## config.mk

```make
export PLATFORM = sky130hd
export DESIGN_NAME = ioacc_bridge
export DESIGN_NICKNAME = d
export VERILOG_FILES = /design/src/rtl/ioacc_pkg.sv /design/src/rtl/ioacc_hostmux.sv /design/src/rtl/ioacc_window.sv /design/src/rtl/ioacc_bridge.sv
export SDC_FILE = /design/constraint.sdc
export NUM_CORES = 1
export LEC_CHECK = 0
export BUFFER_PORTS_ARGS = -buffer_cell sky130_fd_sc_hd__buf_2
export CORE_UTILIZATION = 40
export DETAILED_ROUTE_END_ITERATION = 16
export PLACE_DENSITY = 0.72
export SLEW_MARGIN = 20
export SYNTH_ARGS = -nofsm -noshare
export SYNTH_HDL_FRONTEND = slang
export SYNTH_SLANG_ARGS = --single-unit
```

## constraint.sdc

```tcl
create_clock -name clk -period 1.9 [get_ports clk]
set_input_delay 0.38 -clock clk [delete_from_list [all_inputs] [get_ports clk]]
set_output_delay 0.38 -clock clk [all_outputs]
set_load 0.03 [all_outputs]
```

## src/rtl/ioacc_pkg.sv

```systemverilog
package ioacc_pkg;

    localparam int HOST_W   = 32;
    localparam int HOST_OFW = 4;

    typedef enum logic [1:0] {
        WIN_IDLE  = 2'd0,
        WIN_FETCH = 2'd1,
        WIN_STORE = 2'd2
    } win_state_e;

endpackage

```

## src/rtl/ioacc_hostmux.sv

```systemverilog
module ioacc_hostmux
    import ioacc_pkg::*;
#(
    parameter int NREG = 4
) (
    input  logic                  host_wr,
    input  logic [HOST_OFW-1:0]   host_addr,
    input  logic [HOST_W-1:0]     rb_vec [NREG],
    output logic [NREG-1:0]       wr_sel,
    output logic [HOST_W-1:0]     host_rdata
);

    localparam int IDX_W = $clog2(NREG);

    logic [IDX_W-1:0] idx;

    assign idx = host_addr[IDX_W+1:2];

    genvar g;
    generate
        for (g = 0; g < NREG; g++) begin : g_sel
            assign wr_sel[g] = host_wr && (idx == IDX_W'(g));
        end
    endgenerate

    assign host_rdata = rb_vec[idx];

endmodule

```

## src/rtl/ioacc_window.sv

```systemverilog
module ioacc_window
    import ioacc_pkg::*;
#(
    parameter int AW      = 14,
    parameter int DW      = 16,
    parameter int DIR_BIT = 14
) (
    input  logic              clk,
    input  logic              rst_n,
    input  logic              wr_addr,
    input  logic              wr_data,
    input  logic [HOST_W-1:0] host_wdata,
    output logic [HOST_W-1:0] addr_rb,
    output logic [HOST_W-1:0] data_rb,
    output logic              busy,
    output logic              bus_req,
    output logic              bus_we,
    output logic [AW-1:0]     bus_addr,
    output logic [DW-1:0]     bus_wdata,
    input  logic [DW-1:0]     bus_rdata,
    input  logic              bus_ack
);

    win_state_e       state_q, state_d;
    logic [AW-1:0]    addr_q;
    logic             rd_dir_q;
    logic [DW-1:0]    data_q;
    logic             idle;

    assign idle = (state_q == WIN_IDLE);

    // Next-state logic
    always_comb begin
        state_d = state_q;
        unique case (state_q)
            WIN_IDLE: begin
                if (wr_addr && host_wdata[DIR_BIT])
                    state_d = WIN_FETCH;      // START_FETCH
                else if (wr_data && !rd_dir_q)
                    state_d = WIN_STORE;      // START_STORE
            end
            WIN_FETCH: if (bus_ack) state_d = WIN_IDLE;   // FETCH_DONE
            WIN_STORE: if (bus_ack) state_d = WIN_IDLE;   // STORE_DONE
            default:   state_d = WIN_IDLE;
        endcase
    end

    // State and window registers
    always_ff @(posedge clk) begin
        if (!rst_n) begin
            state_q  <= WIN_IDLE;
            addr_q   <= '0;
            rd_dir_q <= 1'b0;
            data_q   <= '0;
        end else begin
            state_q <= state_d;
            if (idle && wr_addr) begin
                addr_q   <= host_wdata[AW-1:0];
                rd_dir_q <= host_wdata[DIR_BIT];
            end
            if (idle && wr_data)
                data_q <= host_wdata[DW-1:0];
            if (state_q == WIN_FETCH && bus_ack)
                data_q <= bus_rdata;
        end
    end

    // Outputs
    always_comb begin
        bus_req   = !idle;
        bus_we    = (state_q == WIN_STORE);
        busy      = !idle;
        bus_addr  = addr_q;
        bus_wdata = data_q;
        addr_rb   = '0;
        addr_rb[AW-1:0]  = addr_q;
        addr_rb[DIR_BIT] = rd_dir_q;
        data_rb   = HOST_W'(data_q);
    end

    p_fetch_start_r3: assert property (@(posedge clk) disable iff (!rst_n)
        (wr_addr && host_wdata[DIR_BIT] && !busy) |=> (bus_req && !bus_we))
        else $error("fetch did not start");

    p_busy_end_r4: assert property (@(posedge clk) disable iff (!rst_n)
        $fell(busy) |-> $past(bus_ack))
        else $error("busy fell without acknowledge");

    p_req_hold_r6: assert property (@(posedge clk) disable iff (!rst_n)
        (bus_req && !bus_ack) |=> (bus_req && $stable(bus_addr)
                                   && $stable(bus_we) && $stable(bus_wdata)))
        else $error("bus request not held");

    p_no_store_rd_r7: assert property (@(posedge clk) disable iff (!rst_n)
        (wr_data && rd_dir_q && !busy) |=> !bus_req)
        else $error("write issued in read direction");

    p_ignore_busy_r8: assert property (@(posedge clk) disable iff (!rst_n)
        busy |=> ($stable(addr_q) && $stable(rd_dir_q)))
        else $error("address changed while busy");

    p_no_cycle_wrdir_r10: assert property (@(posedge clk) disable iff (!rst_n)
        (wr_addr && !host_wdata[DIR_BIT] && !busy) |=> !bus_req)
        else $error("bus cycle on write-direction address");

endmodule

```

## src/rtl/ioacc_bridge.sv

```systemverilog
module ioacc_bridge
    import ioacc_pkg::*;
#(
    parameter int REG_AW  = 14,
    parameter int REG_DW  = 16,
    parameter int REG_DIR = 14,
    parameter int MEM_AW  = 24,
    parameter int MEM_DW  = 24,
    parameter int MEM_DIR = 31
) (
    input  logic                clk,
    input  logic                rst_n,
    input  logic                host_wr,
    input  logic [HOST_OFW-1:0] host_addr,
    input  logic [HOST_W-1:0]   host_wdata,
    output logic [HOST_W-1:0]   host_rdata,
    output logic                rg_busy,
    output logic                mm_busy,
    output logic                rg_req,
    output logic                rg_we,
    output logic [REG_AW-1:0]   rg_addr,
    output logic [REG_DW-1:0]   rg_wdata,
    input  logic [REG_DW-1:0]   rg_rdata,
    input  logic                rg_ack,
    output logic                mm_req,
    output logic                mm_we,
    output logic [MEM_AW-1:0]   mm_addr,
    output logic [MEM_DW-1:0]   mm_wdata,
    input  logic [MEM_DW-1:0]   mm_rdata,
    input  logic                mm_ack
);

    localparam int NREG = 4;

    logic [NREG-1:0]   wr_sel;
    logic [HOST_W-1:0] rb_vec [NREG];

    ioacc_hostmux #(.NREG(NREG)) u_mux (
        .host_wr    (host_wr),
        .host_addr  (host_addr),
        .rb_vec     (rb_vec),
        .wr_sel     (wr_sel),
        .host_rdata (host_rdata)
    );

    ioacc_window #(.AW(REG_AW), .DW(REG_DW), .DIR_BIT(REG_DIR)) u_rgwin (
        .clk        (clk),
        .rst_n      (rst_n),
        .wr_addr    (wr_sel[0]),
        .wr_data    (wr_sel[1]),
        .host_wdata (host_wdata),
        .addr_rb    (rb_vec[0]),
        .data_rb    (rb_vec[1]),
        .busy       (rg_busy),
        .bus_req    (rg_req),
        .bus_we     (rg_we),
        .bus_addr   (rg_addr),
        .bus_wdata  (rg_wdata),
        .bus_rdata  (rg_rdata),
        .bus_ack    (rg_ack)
    );

    ioacc_window #(.AW(MEM_AW), .DW(MEM_DW), .DIR_BIT(MEM_DIR)) u_mmwin (
        .clk        (clk),
        .rst_n      (rst_n),
        .wr_addr    (wr_sel[2]),
        .wr_data    (wr_sel[3]),
        .host_wdata (host_wdata),
        .addr_rb    (rb_vec[2]),
        .data_rb    (rb_vec[3]),
        .busy       (mm_busy),
        .bus_req    (mm_req),
        .bus_we     (mm_we),
        .bus_addr   (mm_addr),
        .bus_wdata  (mm_wdata),
        .bus_rdata  (mm_rdata),
        .bus_ack    (mm_ack)
    );

    p_quiet_reset_r1: assert property (@(posedge clk)
        !rst_n |=> (!rg_req && !mm_req && !rg_busy && !mm_busy))
        else $error("bus active after reset");

    p_own_bus_r9: assert property (@(posedge clk) disable iff (!rst_n)
        (host_wr && host_addr[3] && !rg_busy) |=> !rg_req)
        else $error("memory window write disturbed register bus");

endmodule

```

==> results.sh <==
export IMPL_dpl_cell_area_um2=5330
export IMPL_cap_violations=0
export IMPL_grt_max_degree=84
export IMPL_antenna_found_initial=0
export IMPL_status="complete, no violations"
export IMPL_start_util=0.414
export IMPL_drive_above_1_share=0.378
export IMPL_clockBufferDepth=2
export IMPL_cp_arrival_ps=1440
export IMPL_port_buffers=180
export IMPL_hold_depth=3
export IMPL_cts_root_buf="clkbuf_8"
export IMPL_synth_distinct_cells=35
export IMPL_htreeDepth=3
export IMPL_dpl_worst_slack_ps=63.8
export IMPL_cts_sinks=84
export IMPL_grt_pass1_vias=4191
export IMPL_die_area_um2=11100
export IMPL_fin_area_um2=5570
export IMPL_gr_total_overflow=0
export IMPL_fin_crit_ps=1820
export IMPL_rows=37
export IMPL_core_area_um2=10400
export IMPL_syn_to_final_growth_pct=29.7
export IMPL_finalWirelength_um=13600
export IMPL_netlist_top_cells_area="dfxtp_1 (39%), nand2_1 (15%), mux4_2 (7.9%)"
export IMPL_power_per_cell_area_nw_per_um2=769
export IMPL_critical_path_class="primary input to primary output"
export IMPL_num_vias=4448
export IMPL_min_period_over_period=0.955
export IMPL_skew_ps=15.9
export IMPL_max_freq_ghz=0.551
export IMPL_hold_viol_final=0
export IMPL_synth_cells=508
export IMPL_seq_area_frac_synth=0.392
export IMPL_clk_latency_ps=360
export IMPL_ys_seq_elements=84
export IMPL_nFillCells=1003
export IMPL_setup_tns_ps=0
export IMPL_wl_per_cell_um=16.7
export IMPL_final_max_slew_viol_count=0
export IMPL_worstSetupStartpointType="primary input"
export IMPL_synth_top_area_share=0.392
export IMPL_globalplace_congestion=0.851
export IMPL_multi_input_area_um2=2310
export IMPL_finalPower_mw=4.28
export IMPL_grt_setup_unrepaired="false"
export IMPL_dp_hpwl_um=9860
export IMPL_cts_tree="yes"
export IMPL_vias_per_cell=5.45
export IMPL_rr_worst_depth=6
export IMPL_io_pins=197
export IMPL_grt_pass1_wl_um=21200
export IMPL_hold_path_class="primary input to flop"
export IMPL_avgSynthCellArea_um2=8.45
export IMPL_ir_worst_vdd_mv=0.435
export IMPL_yosys_warnings=0
export IMPL_grt_total_usage=0.243
export IMPL_clk_pin_slew_ps=80
export IMPL_end_kind="primary output"
export IMPL_cp_required_ps=1520
export IMPL_die_x_um=106
export IMPL_fin_ws_ps=84.9
export IMPL_setup_viol=0
export IMPL_fin_nets=762
export IMPL_fp_dieH_um=106
export IMPL_drt_first_pass_iters=5
export IMPL_initialDrtViolationCount=290
export IMPL_yosysTopAreaCell="dfxtp_1"
export IMPL_synthesis_area_um2=4290
export IMPL_drc=0
export IMPL_p_leak_nw=2.50
export IMPL_cts_made_buffers=9
export IMPL_holdBufCountCts=0
export IMPL_drtAntennaViolNets=0
export IMPL_seq_area_um2=1680
export IMPL_crit_fanout=10
export IMPL_antenna_cells=0
==> placed cells by master, fill, tap and decap left out, drive strengths merged, types with 3 or more instances in the layout <==
cell,n
nand4b,3
inv,7
buf,206
nor3,40
conb,7
a21oi,42
ha,6
nand2b,3
mux2i,9
nand4bb,3
a311oi,40
clkbuf,11
mux4,15
dfxtp,84
nor2b,12
nand2,167
==> per-stage QoR <==
stage	hold slack [ps]	cells	utilization
after floorplan	444	514	-
final	273	816	0.537
after detailed placement	462	800	0.514
after global routing	259	816	0.537
after CTS	255	816	0.537
after global placement	456	800	0.514
==> registers in the layout, summed over array words and instances, names as in the netlist <==
| register | cells |
|---|---|
| u_mmwin.bus_addr | 24 |
| u_mmwin.bus_wdata | 24 |
| u_mmwin.rd_dir_q | 1 |
| u_rgwin.state_q | 2 |
| u_rgwin.rd_dir_q | 1 |
| u_rgwin.bus_wdata | 16 |
| u_mmwin.state_q | 2 |
| u_rgwin.bus_addr | 14 |
==> critical path: stages <==
cell and delay (ps):
buf_2 300, mux4_2 560, buf_2 190
==> area by class of cell <==
class | count | area share
Clock inverter | 5 | 0.0151
Clock buffer | 11 | 0.0272
Timing Repair Buffer | 206 | 0.206
Inverter | 7 | 0.00472
Tap cell | 136 | 0.0306
Multi-Input combinational cell | 367 | 0.414
Sequential cell | 84 | 0.302
==> cell families after synthesis <==
logic type                 count (synthesis)  share of synthesized area
and+or+nand+nor                          241                      0.251
AOI/OAI and AO/OA                         88                      0.159
DFF                                       84                      0.392
buffers and inverters                     63                     0.0775
muxes                                     25                      0.102
adders and majority gates                  6                     0.0175
other                                      1                   0.000874
==> cell usage after synthesis <==
| cell type | n |
|---|---|
| or2_1 | 2 |
| mux2i_1 | 9 |
| nand4b_1 | 3 |
| o31ai_1 | 1 |
| and4_1 | 1 |
| dfxtp_1 | 84 |
| buf_6 | 6 |
| nand3_1 | 1 |
| mux4_2 | 15 |
| buf_4 | 10 |
| nand4bb_1 | 3 |
| buf_2 | 11 |
| o21ai_0 | 1 |
| o211ai_1 | 1 |
| nand2b_1 | 3 |
| a311oi_1 | 27 |
| nor2b_1 | 12 |
| nand4_1 | 2 |
| a31oi_1 | 1 |
| a311oi_2 | 13 |
| and4b_1 | 2 |
| and2_0 | 1 |
| mux2_2 | 1 |
| clkbuf_1 | 29 |
| ha_1 | 6 |
| and2_1 | 1 |
| nor3b_1 | 1 |
| and4bb_2 | 1 |
| conb_1 | 1 |
| inv_1 | 7 |
| nand2_1 | 167 |
| nor3_1 | 40 |
| a21oi_1 | 42 |
| nor2_1 | 1 |
| a211oi_1 | 2 |
==> routing by layer <==
layer | vias up | track usage | wire (um)
met5 | - | 0 | 0
met4 | 0 | 0.0804 | 219
met3 | 22 | 0.0507 | 945
met2 | 196 | 0.426 | 6720
met1 | 2124 | 0.295 | 5700
li1 | 2106 | - | -
==> what timing repair did <==
item | in CTS | in global routing
setup endpoints to repair | 0 | 2
resized for setup | 0 | 1
setup buffers | 0 | 0
==> report_power, final <==
group,switching (mW),internal [mW]
clock,0.658,0.815
sequential,0.0700,1.84
combinational,0.572,0.319
total,1.30,2.98
==> path summary, 6_finish.rpt <==
| check | start | end | slack (ps) |
|---|---|---|---|
| hold / removal | host_wdata[21] | u_mmwin.bus_addr[21] | 270 |
| hold reg to reg | u_mmwin.rd_dir_q | u_mmwin.rd_dir_q | 470 |
| setup / recovery | host_addr[3] | host_rdata[10] | 80 |
| setup reg to reg | u_mmwin.state_q[0] | u_mmwin.bus_wdata[16] | 150 |
(Power assumes the default switching activity.)
